$ cat src/rtl/enc8b10b_pkg.sv
// Shared constants for the 8b/10b encoder.
// Assumes the standard split of a byte into a 5-bit low part (x) and a
// 3-bit high part (y).
package enc8b10b_pkg;
    localparam int BYTE_W  = 8;
    localparam int X_W     = 5;
    localparam int Y_W     = BYTE_W - X_W;
    localparam int SIX_W   = 6;
    localparam int FOUR_W  = 4;
    localparam int CODE_W  = SIX_W + FOUR_W;
    localparam int BAL_SIX  = SIX_W / 2;
    localparam int BAL_FOUR = FOUR_W / 2;
    localparam int BAL_CODE = CODE_W / 2;
    localparam logic [X_W-1:0] X_K28 = 5'd28;
    localparam logic [Y_W-1:0] Y_SEVEN = 3'd7;
endpackage

$ cat src/rtl/enc_kcheck.sv
// Decides whether a control request names one of the twelve legal control
// characters. Assumes x = byte[4:0] and y = byte[7:5].
module enc_kcheck
    import enc8b10b_pkg::*;
(
    input  logic [BYTE_W-1:0] byte_in,
    input  logic              ctrl_in,
    output logic              k_legal,
    output logic              k_is28
);
    logic [X_W-1:0] x_v;
    logic [Y_W-1:0] y_v;
    assign x_v = byte_in[X_W-1:0];
    assign y_v = byte_in[BYTE_W-1:X_W];

    // Classify the request against the legal control set.
    always_comb begin
        k_is28  = ctrl_in && (x_v == X_K28);
        k_legal = k_is28;
        if (ctrl_in && (y_v == Y_SEVEN) &&
            (x_v == 5'd23 || x_v == 5'd27 || x_v == 5'd29 || x_v == 5'd30))
            k_legal = 1'b1;
    end
endmodule

$ cat src/rtl/enc_six.sv
// 5b/6b sub-block encoder. Output is written a,b,c,d,e,i from MSB to LSB.
// Assumes rd_in = 1 means positive disparity. Reports the disparity left
// after this sub-block.
module enc_six
    import enc8b10b_pkg::*;
(
    input  logic [X_W-1:0]   x_in,
    input  logic             k28,
    input  logic             rd_in,
    output logic [SIX_W-1:0] six_out,
    output logic             rd_mid
);
    logic [SIX_W-1:0] neg_form;
    logic             flip_col;

    // Negative-column code for each low part.
    always_comb begin
        case (x_in)
            5'd0:  neg_form = 6'b100111;
            5'd1:  neg_form = 6'b011101;
            5'd2:  neg_form = 6'b101101;
            5'd3:  neg_form = 6'b110001;
            5'd4:  neg_form = 6'b110101;
            5'd5:  neg_form = 6'b101001;
            5'd6:  neg_form = 6'b011001;
            5'd7:  neg_form = 6'b111000;
            5'd8:  neg_form = 6'b111001;
            5'd9:  neg_form = 6'b100101;
            5'd10: neg_form = 6'b010101;
            5'd11: neg_form = 6'b110100;
            5'd12: neg_form = 6'b001101;
            5'd13: neg_form = 6'b101100;
            5'd14: neg_form = 6'b011100;
            5'd15: neg_form = 6'b010111;
            5'd16: neg_form = 6'b011011;
            5'd17: neg_form = 6'b100011;
            5'd18: neg_form = 6'b010011;
            5'd19: neg_form = 6'b110010;
            5'd20: neg_form = 6'b001011;
            5'd21: neg_form = 6'b101010;
            5'd22: neg_form = 6'b011010;
            5'd23: neg_form = 6'b111010;
            5'd24: neg_form = 6'b110011;
            5'd25: neg_form = 6'b100110;
            5'd26: neg_form = 6'b010110;
            5'd27: neg_form = 6'b110110;
            5'd28: neg_form = 6'b001110;
            5'd29: neg_form = 6'b101110;
            5'd30: neg_form = 6'b011110;
            default: neg_form = 6'b101011;
        endcase
        if (k28)
            neg_form = 6'b001111;
    end

    // Choose the column and work out the disparity left behind.
    always_comb begin
        flip_col = ($countones(neg_form) != BAL_SIX) ||
                   (!k28 && x_in == 5'd7);
        six_out  = (rd_in && flip_col) ? ~neg_form : neg_form;
        rd_mid   = ($countones(six_out) == BAL_SIX) ? rd_in
                                                    : ($countones(six_out) > BAL_SIX);
    end
endmodule

$ cat src/rtl/enc_four.sv
// 3b/4b sub-block encoder. Output is written f,g,h,j from MSB to LSB.
// Assumes rd_in is the disparity after the 6-bit sub-block. Handles the
// alternate x.7 form and the K28 forms.
module enc_four
    import enc8b10b_pkg::*;
(
    input  logic [Y_W-1:0]    y_in,
    input  logic [X_W-1:0]    x_in,
    input  logic              k_any,
    input  logic              k28,
    input  logic              rd_in,
    output logic [FOUR_W-1:0] four_out
);
    logic [FOUR_W-1:0] neg_form;
    logic              use_alt;
    logic              flip_col;

    // Decide whether x.7 must take the alternate form to limit run length.
    always_comb begin
        use_alt = 1'b0;
        if (y_in == Y_SEVEN) begin
            if (k_any)
                use_alt = 1'b1;
            else if (!rd_in && (x_in == 5'd17 || x_in == 5'd18 || x_in == 5'd20))
                use_alt = 1'b1;
            else if (rd_in && (x_in == 5'd11 || x_in == 5'd13 || x_in == 5'd14))
                use_alt = 1'b1;
        end
    end

    // Negative-column code, then column choice.
    always_comb begin
        if (k28) begin
            case (y_in)
                3'd0: neg_form = 4'b1011;
                3'd1: neg_form = 4'b0110;
                3'd2: neg_form = 4'b1010;
                3'd3: neg_form = 4'b1100;
                3'd4: neg_form = 4'b1101;
                3'd5: neg_form = 4'b0101;
                3'd6: neg_form = 4'b1001;
                default: neg_form = 4'b0111;
            endcase
            flip_col = 1'b1;
        end else begin
            case (y_in)
                3'd0: neg_form = 4'b1011;
                3'd1: neg_form = 4'b1001;
                3'd2: neg_form = 4'b0101;
                3'd3: neg_form = 4'b1100;
                3'd4: neg_form = 4'b1101;
                3'd5: neg_form = 4'b1010;
                3'd6: neg_form = 4'b0110;
                default: neg_form = use_alt ? 4'b0111 : 4'b1110;
            endcase
            flip_col = ($countones(neg_form) != BAL_FOUR) || (y_in == 3'd3);
        end
        four_out = (rd_in && flip_col) ? ~neg_form : neg_form;
    end
endmodule

$ cat src/rtl/enc8b10b_ovr.sv
// 8b/10b encoder with a per-character disparity override.
// Assumes one character per cycle, qualified by in_valid. Output bit 0 is
// the first serial bit. The running disparity is rebuilt from each
// emitted group.
module enc8b10b_ovr
    import enc8b10b_pkg::*;
#(
    parameter logic RESET_RD = 1'b0
) (
    input  logic              clk,
    input  logic              rst_n,
    input  logic              in_valid,
    input  logic [BYTE_W-1:0] in_byte,
    input  logic              in_ctrl,
    input  logic              frc_en,
    input  logic              frc_pos,
    output logic [CODE_W-1:0] out_code,
    output logic              out_rd,
    output logic              out_kerr
);
    logic              rd_q;
    logic              rd_sel;
    logic              rd_mid;
    logic              k_legal;
    logic              k_is28;
    logic              k28_eff;
    logic [SIX_W-1:0]  six_w;
    logic [FOUR_W-1:0] four_w;
    logic [CODE_W-1:0] written;
    logic [CODE_W-1:0] code_nx;
    logic              rd_nx;

    // Disparity used to pick this character's variant.
    assign rd_sel  = frc_en ? frc_pos : rd_q;
    assign k28_eff = k_is28 && k_legal;

    enc_kcheck u_kchk (
        .byte_in (in_byte),
        .ctrl_in (in_ctrl),
        .k_legal (k_legal),
        .k_is28  (k_is28)
    );

    enc_six u_six (
        .x_in    (in_byte[X_W-1:0]),
        .k28     (k28_eff),
        .rd_in   (rd_sel),
        .six_out (six_w),
        .rd_mid  (rd_mid)
    );

    enc_four u_four (
        .y_in     (in_byte[BYTE_W-1:X_W]),
        .x_in     (in_byte[X_W-1:0]),
        .k_any    (k_legal),
        .k28      (k28_eff),
        .rd_in    (rd_mid),
        .four_out (four_w)
    );

    assign written = {six_w, four_w};

    // Put the first-sent bit (written MSB) at output bit 0.
    for (genvar gi = 0; gi < CODE_W; gi++) begin : g_rev
        assign code_nx[gi] = written[CODE_W-1-gi];
    end

    // Next disparity from the group actually emitted.
    assign rd_nx = ($countones(code_nx) == BAL_CODE) ? rd_sel
                                                     : ($countones(code_nx) > BAL_CODE);

    // Register the code group, disparity and error flag on each valid.
    always_ff @(posedge clk) begin
        if (!rst_n) begin
            out_code <= '0;
            out_kerr <= 1'b0;
            rd_q     <= RESET_RD;
        end else if (in_valid) begin
            out_code <= code_nx;
            out_kerr <= in_ctrl && !k_legal;
            rd_q     <= rd_nx;
        end
    end

    assign out_rd = rd_q;

    // Outputs hold while no character is presented.
    p_hold_idle_r2: assert property (@(posedge clk) disable iff (!rst_n)
        !in_valid |=> ($stable(out_code) && $stable(out_rd) && $stable(out_kerr)));

    // Every emitted group has four, five or six ones.
    p_group_weight_r3: assert property (@(posedge clk) disable iff (!rst_n)
        in_valid |=> ($countones(out_code) >= 4 && $countones(out_code) <= 6));

    // Disparity follows the sign of an unbalanced group.
    p_rd_sign_r7: assert property (@(posedge clk) disable iff (!rst_n)
        in_valid |=> ($countones(out_code) == BAL_CODE ||
                      out_rd == ($countones(out_code) > BAL_CODE)));

    // A forced balanced group leaves the forced disparity.
    p_forced_bal_r7: assert property (@(posedge clk) disable iff (!rst_n)
        (in_valid && frc_en) |=> ($countones(out_code) != BAL_CODE ||
                                  out_rd == $past(frc_pos)));

    // K28.5 is always a legal control character.
    p_k285_ok_r9: assert property (@(posedge clk) disable iff (!rst_n)
        (in_valid && in_ctrl && in_byte == 8'hBC) |=> !out_kerr);
endmodule

$ cat config.mk
export PLATFORM = sky130hd
export DESIGN_NAME = enc8b10b_ovr
export DESIGN_NICKNAME = d
export VERILOG_FILES = /design/src/rtl/enc8b10b_pkg.sv /design/src/rtl/enc_kcheck.sv /design/src/rtl/enc_six.sv /design/src/rtl/enc_four.sv /design/src/rtl/enc8b10b_ovr.sv
export SDC_FILE = /design/constraint.sdc
export NUM_CORES = 1
export LEC_CHECK = 0
export BUFFER_PORTS_ARGS = -buffer_cell sky130_fd_sc_hd__buf_2
export CELL_PAD_IN_SITES_DETAIL_PLACEMENT = 0
export CELL_PAD_IN_SITES_GLOBAL_PLACEMENT = 2
export CORE_AREA = 2 2 73 75
export DETAILED_ROUTE_END_ITERATION = 12
export DIE_AREA = 0 0 75 77
export GPL_TIMING_DRIVEN = 0
export PLACE_DENSITY_LB_ADDON = 0.1
export SYNTH_ARGS = -nofsm -noshare
export SYNTH_HDL_FRONTEND = slang
export SYNTH_SLANG_ARGS = --single-unit
$ cat constraint.sdc
create_clock -name clk -period 12.3 [get_ports clk]
set_clock_uncertainty 0.15 [all_clocks]
set_input_delay 0 -clock clk [delete_from_list [all_inputs] [get_ports clk]]
set_output_delay 0 -clock clk [all_outputs]
set_load 0.03 [all_outputs]
==> implementation parameters <==
Parameter                              Value

Power and ir drop
  Final total power ... 393 uW
  Worst VDD drop ... 0.142 mV
  Power density normalized to cell area ... 202 mW/mm^2
  Leakage dissipation ... 0.000855 uW

Place
  IO buf count ... 24
  Placed inst area ... roughly 0.0019 sq mm
  Weighted congestion at the end of routability-driven global placement ... 0.794
  Placed wire-length estimate ... 3.47 mm

Critical path
  Data arrival time of the critical path ... ~10000 ps
  CP most frequent cell ... fa_1
  Worst path max stage delay ... 630 ps
  Crit. End Element ... register
  CP Launch Type ... input pin
  Data required, critical path ... 12,320 ps
  Critical Setup Path Class ... input pin to register
  Cell at the slowest stage of the critical path ... o41ai_2
  Largest fanout on the critical path ... 7

Timing
  Highest attainable clock frequency ... 0.101 GHz
  Transition time of the tightest slew-check pin ... 679 ps
  Rel. slew slack ... 54.3%
  Setup violations, final ... 0
  RSZ-0062 raised after global routing ... false
  Final Hold Fails ... 0
  Setup total negative slack ... 0 ps
  Hold slack ... 24.6 ps
  Final critical delay including setup and external delays ... 9950 ps
  Pins over their slew limit ... 0
  Fraction of the cycle the final worst path needs ... 80.9%

Route
  Post-detailed-routing wire length ... 4.17 mm
  Via count ... 1,533
  Post-route antenna net violation count ... 0
  Residual DRC count ... 0
  Iteration count of the initial detailed-routing pass ... 4
  Detail-routed net length per standard cell ... 13.9 um
  Number of violations reported at the end of detailed-routing iteration 0 ... 63
  Vias per cell ... 5.09

Yosys
  Most frequently used flop master after synthesis ... dfxtp_1
  Number of instances in the synthesized netlist ... 201
  Cell variety after synth ... 48
  Portion of the post-synthesis area used by sequential elements ... 14.5%
  Syn avg cell area ... slightly above 8 sq um
  Number of synthesized flops with an enable pin ... 0
  Total nets after synthesis ... 243
  Cell Area, Synth ... 0.00166 sq mm
  Async S/R FF share, synth ... 0%
  FF+latch count, synth ... 12
  YS warnings ... 0

Min path
  Class of the most critical hold timing path ... input pin to register

Floorplan
  Die ar. ... a little under 0.006 sq mm
  Site Rows ... 26
  Placeable core region ... between 0.004 and 0.005 sq mm
  Vertical die dimension ... 77 um
  Die Wd ... 75 um
  Starting density of the core ... 33.4%
  Ports ... 26

Clock tree
  Clk pin slew, worst setup/hold paths ... 50 ps
  TritonCTS buffer count ... 3
  Cts repair resizes ... 0
  Maximum clock insertion buffer count ... 2
  Cell at the root of the clock tree ... clkbuf_8
  Clock insertion delay at the later pin of the skew report ... 240 ps
  Total number of clock tree sinks ... 12
  Clock tree from TritonCTS ... yes
  H-tree Lvls ... 1

Layout
  Layout cell share with drive strength beyond 1 ... 15.6%
  Design Area, Final ... 0.00194 sq mm
  Multi-input logic area ... 0.00132 sq mm
  Fillcell total ... 534
  Layout-stage area growth over the synthesis result ... 16.8%
  Leading cell types in the layout, fill and taps excluded ... 27 x buf_2, 19 x ha_1, 16 x inv_1
  Final core utilization ... roughly two fifths
  Most common cell after layout, fill and taps aside ... buf_2
  Number of diodes ... 0
  Area occupied by registers ... 240 sq um
  Net total in the final layout ... around 280

Global route
  Number of antenna violations at the first check in global routing ... 0
  Global-route wire length before repair ... 6.79 mm
  Grt met3 use ... 1.31%
  Total global routing overflow ... 0
  Number of global-route vias before repair ... 1,505
  GRT busiest layer ... met2
  Global-route total usage across every layer ... between 10% and 20%
  Maximum number of pins on one net before global-route repair ... 11
  GR Layer Usage met2 ... 25.6%
  Global Route met1 Usage ... 19.0%

Run
  Maximum Capacitance Violations ... 0

Status
  Outcome ... finished clean
[Yosys cell counts, drive strengths merged (3+ instances only)]
master,n,share of area [%]
a211o,3,1.6
a211oi,4,1.8
a21oi,12,3.6
a31o,3,1.6
buf,3,0.90
clkbuf,8,1.8
dfxtp,12,14
fa,9,11
ha,19,14
inv,16,3.6
mux2,3,2.3
mux2i,8,5.0
nand2,11,2.5
nand3,4,1.2
nand3b,5,2.3
nand4,3,1.1
nor2,15,3.4
nor2b,3,1.1
nor3b,3,1.4
o211ai,4,1.8
o21ai,14,4.4
xnor2,10,5.3
[layer usage]
layer | part of all wire, % | wire length [um] | vias to the layer above
met1 | 47 | 1940 | 710
li1 | - | - | 791
met3 | 3.4 | 142 | 5
met5 | 0 | 0 | -
met4 | 0.74 | 31 | 0
met2 | 49 | 2060 | 27
[state kept, by name, indices dropped and copies added (netlist names)]
signal	count
out_code	10
out_kerr	1
out_rd	1
[cell type report]
cell class	instances	area share (%)
multi-input cells	162	67.8
repair buffers	27	7.74
inverters	16	3.09
flip-flops and latches	12	12.4
clock buffers	3	2.13
well taps	70	4.51
plain buffers	11	2.32
[logic make-up (layout without fill, tap and decap cells)]
group	count (synthesis)	in the layout	share of synthesized area (%)
AO/OA/AOI/OAI	56	56	23.1
multiplexers	11	11	7.30
buffers and inverters	27	57	6.33
adder cells (fa/ha/maj)	28	28	25.2
flip-flops	12	12	14.5
AND/OR/NAND/NOR	55	55	17.3
XOR/XNOR	12	12	6.33
[path summary, 6_finish.rpt]
| path | startpoint | to | slack, ps | cells after the start |
|---|---|---|---|---|
| worst max-delay path | in_ctrl | out_rd$_SDFFE_PN0P_ | 2350 | 36 |
| worst min-delay path | in_valid | out_code[9]$_SDFFE_PN0P_ | 20 | 4 |
| worst max register to register | out_rd$_SDFFE_PN0P_ | out_rd$_SDFFE_PN0P_ | 4880 | 26 |
| worst min register to register | out_kerr$_SDFFE_PN0P_ | out_kerr$_SDFFE_PN0P_ | 320 | 2 |
[through the flow]
step	std cells	worst slack (ps)
finish	301	2350
global placement	295	2260
floorplan	201	3460
CTS	301	2260
detailed placement	295	2100
global route	301	1760
[what timing repair did]
item / in CTS / in global routing
buffers inserted: 0 / 0
hold endpoints to repair: 4 / 0
hold buffers: 3 / 0
[worst max-delay path, delay by kind of cell]
| kind | cells | cell delay, ps |
|---|---|---|
| AOI/OAI and AO/OA | 10 | 2540 |
| xor gates and xnor gates | 2 | 430 |
| adders and majority gates | 12 | 4800 |
| buffers and inverters | 4 | 990 |
| muxes | 2 | 620 |
| and+or+nand+nor | 6 | 620 |
[report_power, final]
part | internal, uW | switching (uW)
Combinational | 134 | 172
Clock | 21.5 | 13.3
Sequential | 48.1 | 3.83
No activity file was read; power rests on OpenSTA's default activity.
